==> src/rtl/tone_gate_pkg.sv <==
package tone_gate_pkg;

  typedef enum logic [1:0] {
    SRC_MUTE   = 2'd0,
    SRC_FORCED = 2'd1,
    SRC_PASS   = 2'd2,
    SRC_GATED  = 2'd3
  } tone_src_e;

  // Half of the division ratio: cycles per tone half-period.
  function automatic int half_cycles(input int ratio);
    return ratio / 2;
  endfunction

  // Fixed priority: disable, then force, then passthrough, then gated.
  function automatic tone_src_e pick_source(input logic en, input logic frc,
                                            input logic pas);
    if (!en)      return SRC_MUTE;
    else if (frc) return SRC_FORCED;
    else if (pas) return SRC_PASS;
    else          return SRC_GATED;
  endfunction

  // Whether the internal generator must run for this source.
  function automatic logic needs_tone(input tone_src_e src, input logic pin);
    case (src)
      SRC_FORCED: return 1'b1;
      SRC_GATED:  return pin;
      default:    return 1'b0;
    endcase
  endfunction

  // Output level for a source given generator phase and synchronized pin.
  function automatic logic tone_level(input tone_src_e src, input logic ph,
                                      input logic pin);
    case (src)
      SRC_FORCED: return ph;
      SRC_PASS:   return pin;
      SRC_GATED:  return pin & ph;
      default:    return 1'b0;
    endcase
  endfunction

endpackage

==> src/rtl/tgc_sync.sv <==
module tgc_sync #(
  parameter int STAGES = 2
) (
  input  logic clk,
  input  logic rst_n,
  input  logic din,
  output logic dout
);
  logic [STAGES-1:0] chain;

  always_ff @(posedge clk or negedge rst_n) begin
    if (!rst_n) chain <= '0;
    else        chain <= {chain[STAGES-2:0], din};
  end

  assign dout = chain[STAGES-1];
endmodule

==> src/rtl/tgc_divider.sv <==
module tgc_divider #(
  parameter int HALF = 10,
  parameter int CW   = 4
) (
  input  logic          clk,
  input  logic          rst_n,
  input  logic          run,
  output logic          phase,
  output logic [CW-1:0] cnt
);
  localparam logic [CW-1:0] LAST = CW'(HALF - 1);

  // Idle state is cnt 0 and phase high, so a fresh start opens a high half.
  always_ff @(posedge clk or negedge rst_n) begin
    if (!rst_n) begin
      cnt   <= '0;
      phase <= 1'b1;
    end else if (!run) begin
      cnt   <= '0;
      phase <= 1'b1;
    end else if (cnt == LAST) begin
      cnt   <= '0;
      phase <= ~phase;
    end else begin
      cnt   <= cnt + 1'b1;
    end
  end
endmodule

==> src/rtl/tgc_channel.sv <==
module tgc_channel
  import tone_gate_pkg::*;
#(
  parameter int HALF = 10,
  parameter int CW   = 4
) (
  input  logic          clk,
  input  logic          rst_n,
  input  logic          en,
  input  logic          frc,
  input  logic          pas,
  input  logic          pin_s,
  output logic          tone,
  output logic          req,
  output logic [CW-1:0] cnt
);
  tone_src_e src;
  logic      phase;

  assign src = pick_source(en, frc, pas);
  assign req = needs_tone(src, pin_s);

  tgc_divider #(.HALF(HALF), .CW(CW)) u_div (
    .clk   (clk),
    .rst_n (rst_n),
    .run   (req),
    .phase (phase),
    .cnt   (cnt)
  );

  always_ff @(posedge clk or negedge rst_n) begin
    if (!rst_n) tone <= 1'b0;
    else        tone <= tone_level(src, phase, pin_s);
  end
endmodule

==> src/rtl/tone_gate_ctrl.sv <==
module tone_gate_ctrl
  import tone_gate_pkg::*;
#(
  parameter int NUM_CH      = 2,
  parameter int DIV_RATIO   = 20,
  parameter int SYNC_STAGES = 2
) (
  input  logic              clk,
  input  logic              rst_n,
  input  logic [NUM_CH-1:0] ch_enable,
  input  logic [NUM_CH-1:0] tone_force,
  input  logic [NUM_CH-1:0] ext_pass,
  input  logic [NUM_CH-1:0] mod_pin,
  output logic [NUM_CH-1:0] tone_out
);
  localparam int HALF = half_cycles(DIV_RATIO);
  localparam int CW   = (HALF > 1) ? $clog2(HALF) : 1;

  // Named internal events for the checker.
  logic [NUM_CH-1:0]    pin_sync;
  logic [NUM_CH-1:0]    tone_req;
  logic [NUM_CH*CW-1:0] div_cnt;

  for (genvar c = 0; c < NUM_CH; c++) begin : g_ch
    tgc_sync #(.STAGES(SYNC_STAGES)) u_sync (
      .clk   (clk),
      .rst_n (rst_n),
      .din   (mod_pin[c]),
      .dout  (pin_sync[c])
    );

    tgc_channel #(.HALF(HALF), .CW(CW)) u_chan (
      .clk   (clk),
      .rst_n (rst_n),
      .en    (ch_enable[c]),
      .frc   (tone_force[c]),
      .pas   (ext_pass[c]),
      .pin_s (pin_sync[c]),
      .tone  (tone_out[c]),
      .req   (tone_req[c]),
      .cnt   (div_cnt[c*CW +: CW])
    );
  end
endmodule

==> config.mk <==
export PLATFORM = sky130hd
export DESIGN_NAME = tone_gate_ctrl
export DESIGN_NICKNAME = d
export VERILOG_FILES = /design/src/rtl/tone_gate_pkg.sv /design/src/rtl/tgc_sync.sv /design/src/rtl/tgc_divider.sv /design/src/rtl/tgc_channel.sv /design/src/rtl/tone_gate_ctrl.sv
export SDC_FILE = /design/constraint.sdc
export NUM_CORES = 1
export LEC_CHECK = 0
export BUFFER_PORTS_ARGS = -buffer_cell sky130_fd_sc_hd__buf_2
export CORE_MARGIN = 2
export CORE_UTILIZATION = 35
export DETAILED_ROUTE_END_ITERATION = 8
export PLACE_DENSITY = 0.52
export SKIP_CTS_REPAIR_TIMING = 1
export SLEW_MARGIN = 20
export SYNTH_ARGS = -nofsm -noshare
export SYNTH_HDL_FRONTEND = slang
export SYNTH_HIERARCHICAL = 1
export SYNTH_SLANG_ARGS = --single-unit
==> constraint.sdc <==
create_clock -name clk -period 3.03 [get_ports clk]
set_clock_uncertainty 0.1 [all_clocks]
set_input_delay 0.4545 -clock clk [delete_from_list [all_inputs] [get_ports clk]]
set_output_delay 0.4545 -clock clk [all_outputs]
set_load 0.005 [all_outputs]
==> results of run 1 <==
==> through the flow <==
step | area, µm² | setup WS, ns | instances
CTS | 831 | 1.70 | 100
detailed placement | 795 | 1.82 | 96
global placement | 795 | 1.82 | 96
finish | 841 | 1.72 | 101
floorplan | 706 | 1.93 | 58
global route | 841 | 1.67 | 101
==> path summary, 6_finish.rpt <==
kind | start | to | slack (ns) | cells past startpoint
worst min-delay path | mod_pin[0] | g_ch[0].u_sync/chain[0] | 0.18 | 1
worst max register to register | g_ch[1].u_chan/u_div/cnt[0] | g_ch[1].u_chan/u_div/phase | 1.82 | 4
worst min register to register | g_ch[0].u_sync/chain[0] | g_ch[0].u_sync/chain[1] | 0.25 | 0
worst max-delay path | g_ch[0].u_chan/tone | tone_out[0] | 1.72 | 1
max in group asynchronous | rst_n | g_ch[0].u_chan/u_div/phase | 2.02 | 2
min in group asynchronous | rst_n | g_ch[1].u_chan/u_div/cnt[2] | 0.50 | 2
==> report_power, final <==
group | total, W | switching (W) | internal (W)
Sequential | 0.000227 | 0.00000499 | 0.000222
Combinational | 0.0000306 | 0.0000159 | 0.0000147
Clock | 0.000136 | 0.0000628 | 0.0000730
==> cell families after synthesis <==
| logic type | count (synthesis) | share of synthesized area (%) |
|---|---|---|
| compound gates | 8 | 9.22 |
| xor+xnor | 2 | 2.48 |
| fa+ha+maj | 4 | 7.09 |
| buf+inv | 2 | 1.06 |
| flops | 16 | 57.1 |
| mux | 2 | 2.84 |
| simple gates | 24 | 20.2 |
==> placed cells by master (no fill, tap or decap) <==
cell,count
o21a_1,2
nor2b_1,6
inv_1,2
dfstp_2,2
clkbuf_4,3
o221a_1,2
buf_2,11
clkbuf_8,1
o31a_1,2
xor2_1,2
nand2_1,6
nand3b_1,2
nor2_1,4
a21oi_1,2
nor3b_1,4
dfrtp_1,14
and3_4,2
dlygate4sd3_1,1
ha_1,4
mux2i_1,2
==> final cells by class <==
type	instances	area, µm²
Tap cell	27	33.8
Multi-Input combinational cell	40	295
Sequential cell	16	403
Fill cell	186	1080
Clock buffer	4	36.3
Inverter	2	7.51
Timing Repair Buffer	12	65.1
==> routing by layer <==
| metal | vias up | global-route usage, % |
|---|---|---|
| met5 | - | 0 |
| met4 | 0 | 5.71 |
| met3 | 0 | 4.91 |
| met2 | 10 | 13.5 |
| met1 | 199 | 15.8 |
| li1 | 235 | - |
==> flip-flops by register name, summed over array words and instances (netlist names) <==
register and count:
g_ch.u_chan/u_div/phase 2, g_ch.u_chan/u_div/cnt 8, g_ch.u_chan/tone 2, g_ch.u_sync/chain 4
==> flow_summary.toml, run 1 <==
[run_status]
status = "complete, no violations"

[synth]
synth_top_area_share_pct = 49.6
synth-edff-count = 0
synth_area_um2 = 706
syn_inst = 58
ys_types = 16
yosysTopAreaCell = "dfrtp_1"
avgSynthCellArea_um2 = 12.2
async_reset_ff_share_pct = 100
synth-main-ff-cell = "dfrtp_1"
synthTopCellsByArea = "dfrtp_1 50%, dfstp_2 7.4%, ha_1 7.1%"
yosysSeqAreaShare_pct = 57.1
syn_nets = 72
ys_warn_count = 6
synth.ff_latch_count = 16
yosys-top-cells-count = "14 x dfrtp_1, 6 x nand2_1, 6 x nor2b_1"
synth_most_common_cell = "dfrtp_1"

[route]
drt_first_iter_violations = 6
dr_total_vias = 444
via_per_inst = 4.40
met2_length_um = 437
wl_met1_um = 600
topRoutingLayerUsed = "met3"
routedWlPerCell_um = 10.8
first_pass_iters = 4
wl_met3_um = 58
drc_errors = 0
wl_um = 1100
drtAntennaViolNets = 0

[global_route]
grt_pass1_vias = 426
grt_first_pass_wirelength_um = 1930
grt_max_degree = 17
antenna_found_initial = 0
grt_overflow = 0
gr-usage-all-layers_pct = 11.0

[power]
leakage_nw = 0.368
p_per_area_nw_per_um2 = 467
worst_ir_drop_vdd_mv = 0.206
power_w = 0.000393

[cts]
cts-root-buf = "clkbuf_4"
cts_made_buffers = 3
clock_latency_ns = 0.28
clk_pin_slew_ns = 0.09
clock-sinks = 16
cts_tree = "done"
clk_path_buf_depth = 2
htreeDepth = 1

[floorplan]
ioPinCount = 12
core_area_um2 = 1920
die_y_um = 48.9
rows = 16
start_util_pct = 36.7
die_area_um2 = 2390
dieWidth_um = 48.9

[critical_path]
startpoint_type = "register"
cp-end-kind = "primary output"
crit_slowest_cell = "dfrtp_1"
crit_path_cell_trace = "buf_2"
max_stage_delay_ns = 0.36
crit_fanout = 1
critPathBufInv = 1
crit_type = "register to primary output"
crit_family = "flip-flops"
arrival_ns = 0.76
cp.required_ns = 2.48

[placement]
gp_congestion = 0.748
numPortBuffers = 11
dp_hpwl_um = 817

[final_layout]
area_growth_pct = 19.1
nets = 89
diodes = 0
drive_above_1_share_pct = 25.7
final_util_pct = 43.8

[min_path]
hold_class = "input pin to register"

[sta]
fin_crit_sh_pct = 43.3
tightest_slew_ns = 0.355
max-slew-margin-rel_pct = 76.3
setup_tns_ns = 0
hold_ws_ns = 0.180
setup_viol = 0
finalWorstPathRequiredPeriod_ns = 1.31
fmax_ghz = 0.762
hold_viol = 0
rsz0062_at_grt = "false"
slew_viol_final = 0

[run]
maxCapViolations = 0
(Power assumes the default switching activity.)
==> run 2: changes to the inputs <==
--- a/config.mk
+++ b/config.mk
@@ -9,7 +9,7 @@
 export CORE_MARGIN = 2
 export CORE_UTILIZATION = 35
 export DETAILED_ROUTE_END_ITERATION = 8
-export PLACE_DENSITY = 0.52
+export PLACE_DENSITY = 0.54
 export SKIP_CTS_REPAIR_TIMING = 1
 export SLEW_MARGIN = 20
 export SYNTH_ARGS = -nofsm -noshare
==> constraint.sdc (replaced) <==
create_clock -name clk -period 1.14 [get_ports clk]
set_clock_uncertainty 0.1 [all_clocks]
set_input_delay 0.171 -clock clk [delete_from_list [all_inputs] [get_ports clk]]
set_output_delay 0.171 -clock clk [all_outputs]
set_load 0.005 [all_outputs]
==> flow_summary.toml, run 2 (same netlist as run 1, synthesis figures left out) <==
[cts]
clk_pin_slew_ns = 0.09
clock_latency_ns = 0.28
clk_path_buf_depth = 2
cts_made_buffers = 3
cts-root-buf = "clkbuf_4"
htreeDepth = 1
clock-sinks = 16
cts_tree = "done"

[route]
via_per_inst = 4.45
dr_total_vias = 467
drc_errors = 0
drtAntennaViolNets = 0
first_pass_iters = 2
drt_first_iter_violations = 1
routedWlPerCell_um = 10.9
wl_um = 1150

[final_layout]
diodes = 0
top_regs = "g_ch.u_chan/u_div/cnt: 8 flops, g_ch.u_sync/chain: 4 flops"
area_growth_pct = 30.1
largest_register_ff_count = 8
final_common_cell = "dfrtp_1"
mostFrequentLayoutCells = "12 x dfrtp_1, 11 x buf_2, 6 x nor2b_1, 4 x nand2_1, 4 x nor2_1"
drive_above_1_share_pct = 39.7
nets = 93
stdcell_count = 105
top_register = "g_ch.u_chan/u_div/cnt"

[sta]
slew_viol_final = 0
fmax_ghz = 0.836
setup_viol = 5
finalWorstPathRequiredPeriod_ns = 1.20
max-slew-margin-rel_pct = 77.1
worst_slack_ns = -0.0555
tightest_slew_ns = 0.344
rsz0062_at_grt = "true"
hold_ws_ns = 0.0400
hold_viol = 0
fin_crit_sh_pct = 105

[critical_path]
arrival_ns = 1.27
rr_worst_depth = 4
crit_fanout = 4
cp-end-kind = "register"
reg2reg_to = "g_ch[1].u_chan/u_div/cnt[2]"
crit_type = "register to register"
timing.rr.start = "g_ch[1].u_chan/u_div/cnt[0]"
regToRegSetupSlack_ns = -0.06
startpoint_type = "register"
cp.required_ns = 1.21

[floorplan]
core_area_um2 = 1920
dieWidth_um = 48.9
die_area_um2 = 2390
ioPinCount = 12
die_y_um = 48.9
start_util_pct = 36.7
rows = 16

[run]
maxCapViolations = 0

[global_route]
grt_first_pass_wirelength_um = 1960
antenna_found_initial = 0
grt_max_degree = 17
grt_overflow = 0
grt_pass1_vias = 472
gr-usage-all-layers_pct = 10.9

[min_path]
min_from = "ch_enable[1]"
hold_class = "input pin to register"
worstHoldEndpoint = "g_ch[1].u_chan/tone"
hold_path_depth = 2

[placement]
gp_congestion = 0.642
dpl.cell_count = 96
numPortBuffers = 11
dp_hpwl_um = 788
place_ws_ns = -0.0186

[run_status]
failed_checks = "negative setup slack"
status = "finished, violations left"

[power]
p_per_area_nw_per_um2 = 1180
leakage_nw = 0.394
worst_ir_drop_vdd_mv = 0.469
## run 2: changes by cell type in the layout (fill, tap and decap cells not counted), sizes merged
| cell | before | now |
|---|---|---|
| dlygate4sd3 | 1 | 3 |
| buf | 11 | 13 |
## run 2: how the worst max path moves through the flow
stage / start / to / slack (ns) / depth (start not counted)
5_1_grt: g_ch[1].u_chan/u_div/cnt[0] / g_ch[1].u_chan/u_div/cnt[2] / -0.09 / 4
3_5_place_dp: g_ch[1].u_chan/u_div/cnt[0] / g_ch[1].u_chan/u_div/cnt[3] / -0.02 / 3
2_1_floorplan: g_ch[0].u_chan/u_div/cnt[0] / g_ch[0].u_chan/u_div/cnt[3] / 0.04 / 3
3_3_place_gp: g_ch[1].u_chan/u_div/cnt[0] / g_ch[1].u_chan/u_div/phase / -0.008 / 4
6_report: g_ch[1].u_chan/u_div/cnt[0] / g_ch[1].u_chan/u_div/cnt[2] / -0.06 / 4
4_1_cts: g_ch[1].u_chan/u_div/cnt[0] / g_ch[1].u_chan/u_div/cnt[3] / -0.03 / 3
## run 2: per-layer routing
layer | vias to the layer above | GRT usage (%) | wire, µm
met3 | 2 | 2.76 | 47
met5 | - | 0 | 0
met2 | 10 | 16.4 | 513
met4 | 0 | 7.14 | 12
li1 | 237 | - | -
met1 | 218 | 13.9 | 572
## run 2: report_power, final
part           internal (W)  switching [W]
Combinational     0.0000577      0.0000480
Sequential         0.000590      0.0000177
Clock              0.000194       0.000173
## run 2: worst max-delay path, cell delays in order (launching register included)
cell and delay [ns]:
dfrtp_2 0.46, buf_4 0.14, ha_1 0.19, mux2i_1 0.14, nor2b_1 0.06
## run 2: area by class of cell
type	instances	area (µm²)
clock buffers	4	36.3
fillers	179	1000
inverters	2	7.51
multi-input cells	40	335
flip-flops and latches	16	405
well taps	27	33.8
repair buffers	16	100
## run 2: through the flow
step | setup TNS [ns] | total power [W] | util [%] | instance area [µm²]
final | -0.109 | 0.00108 | 47.8 | 918
after global placement | -0.00840 | 0.000692 | 41.3 | 795
after detailed placement | -0.0421 | 0.000693 | 41.3 | 795
after global routing | -0.518 | 0.00114 | 47.8 | 918
after floorplan | 0 | 0.000650 | - | 706
after CTS | -0.126 | 0.00106 | 43.2 | 831
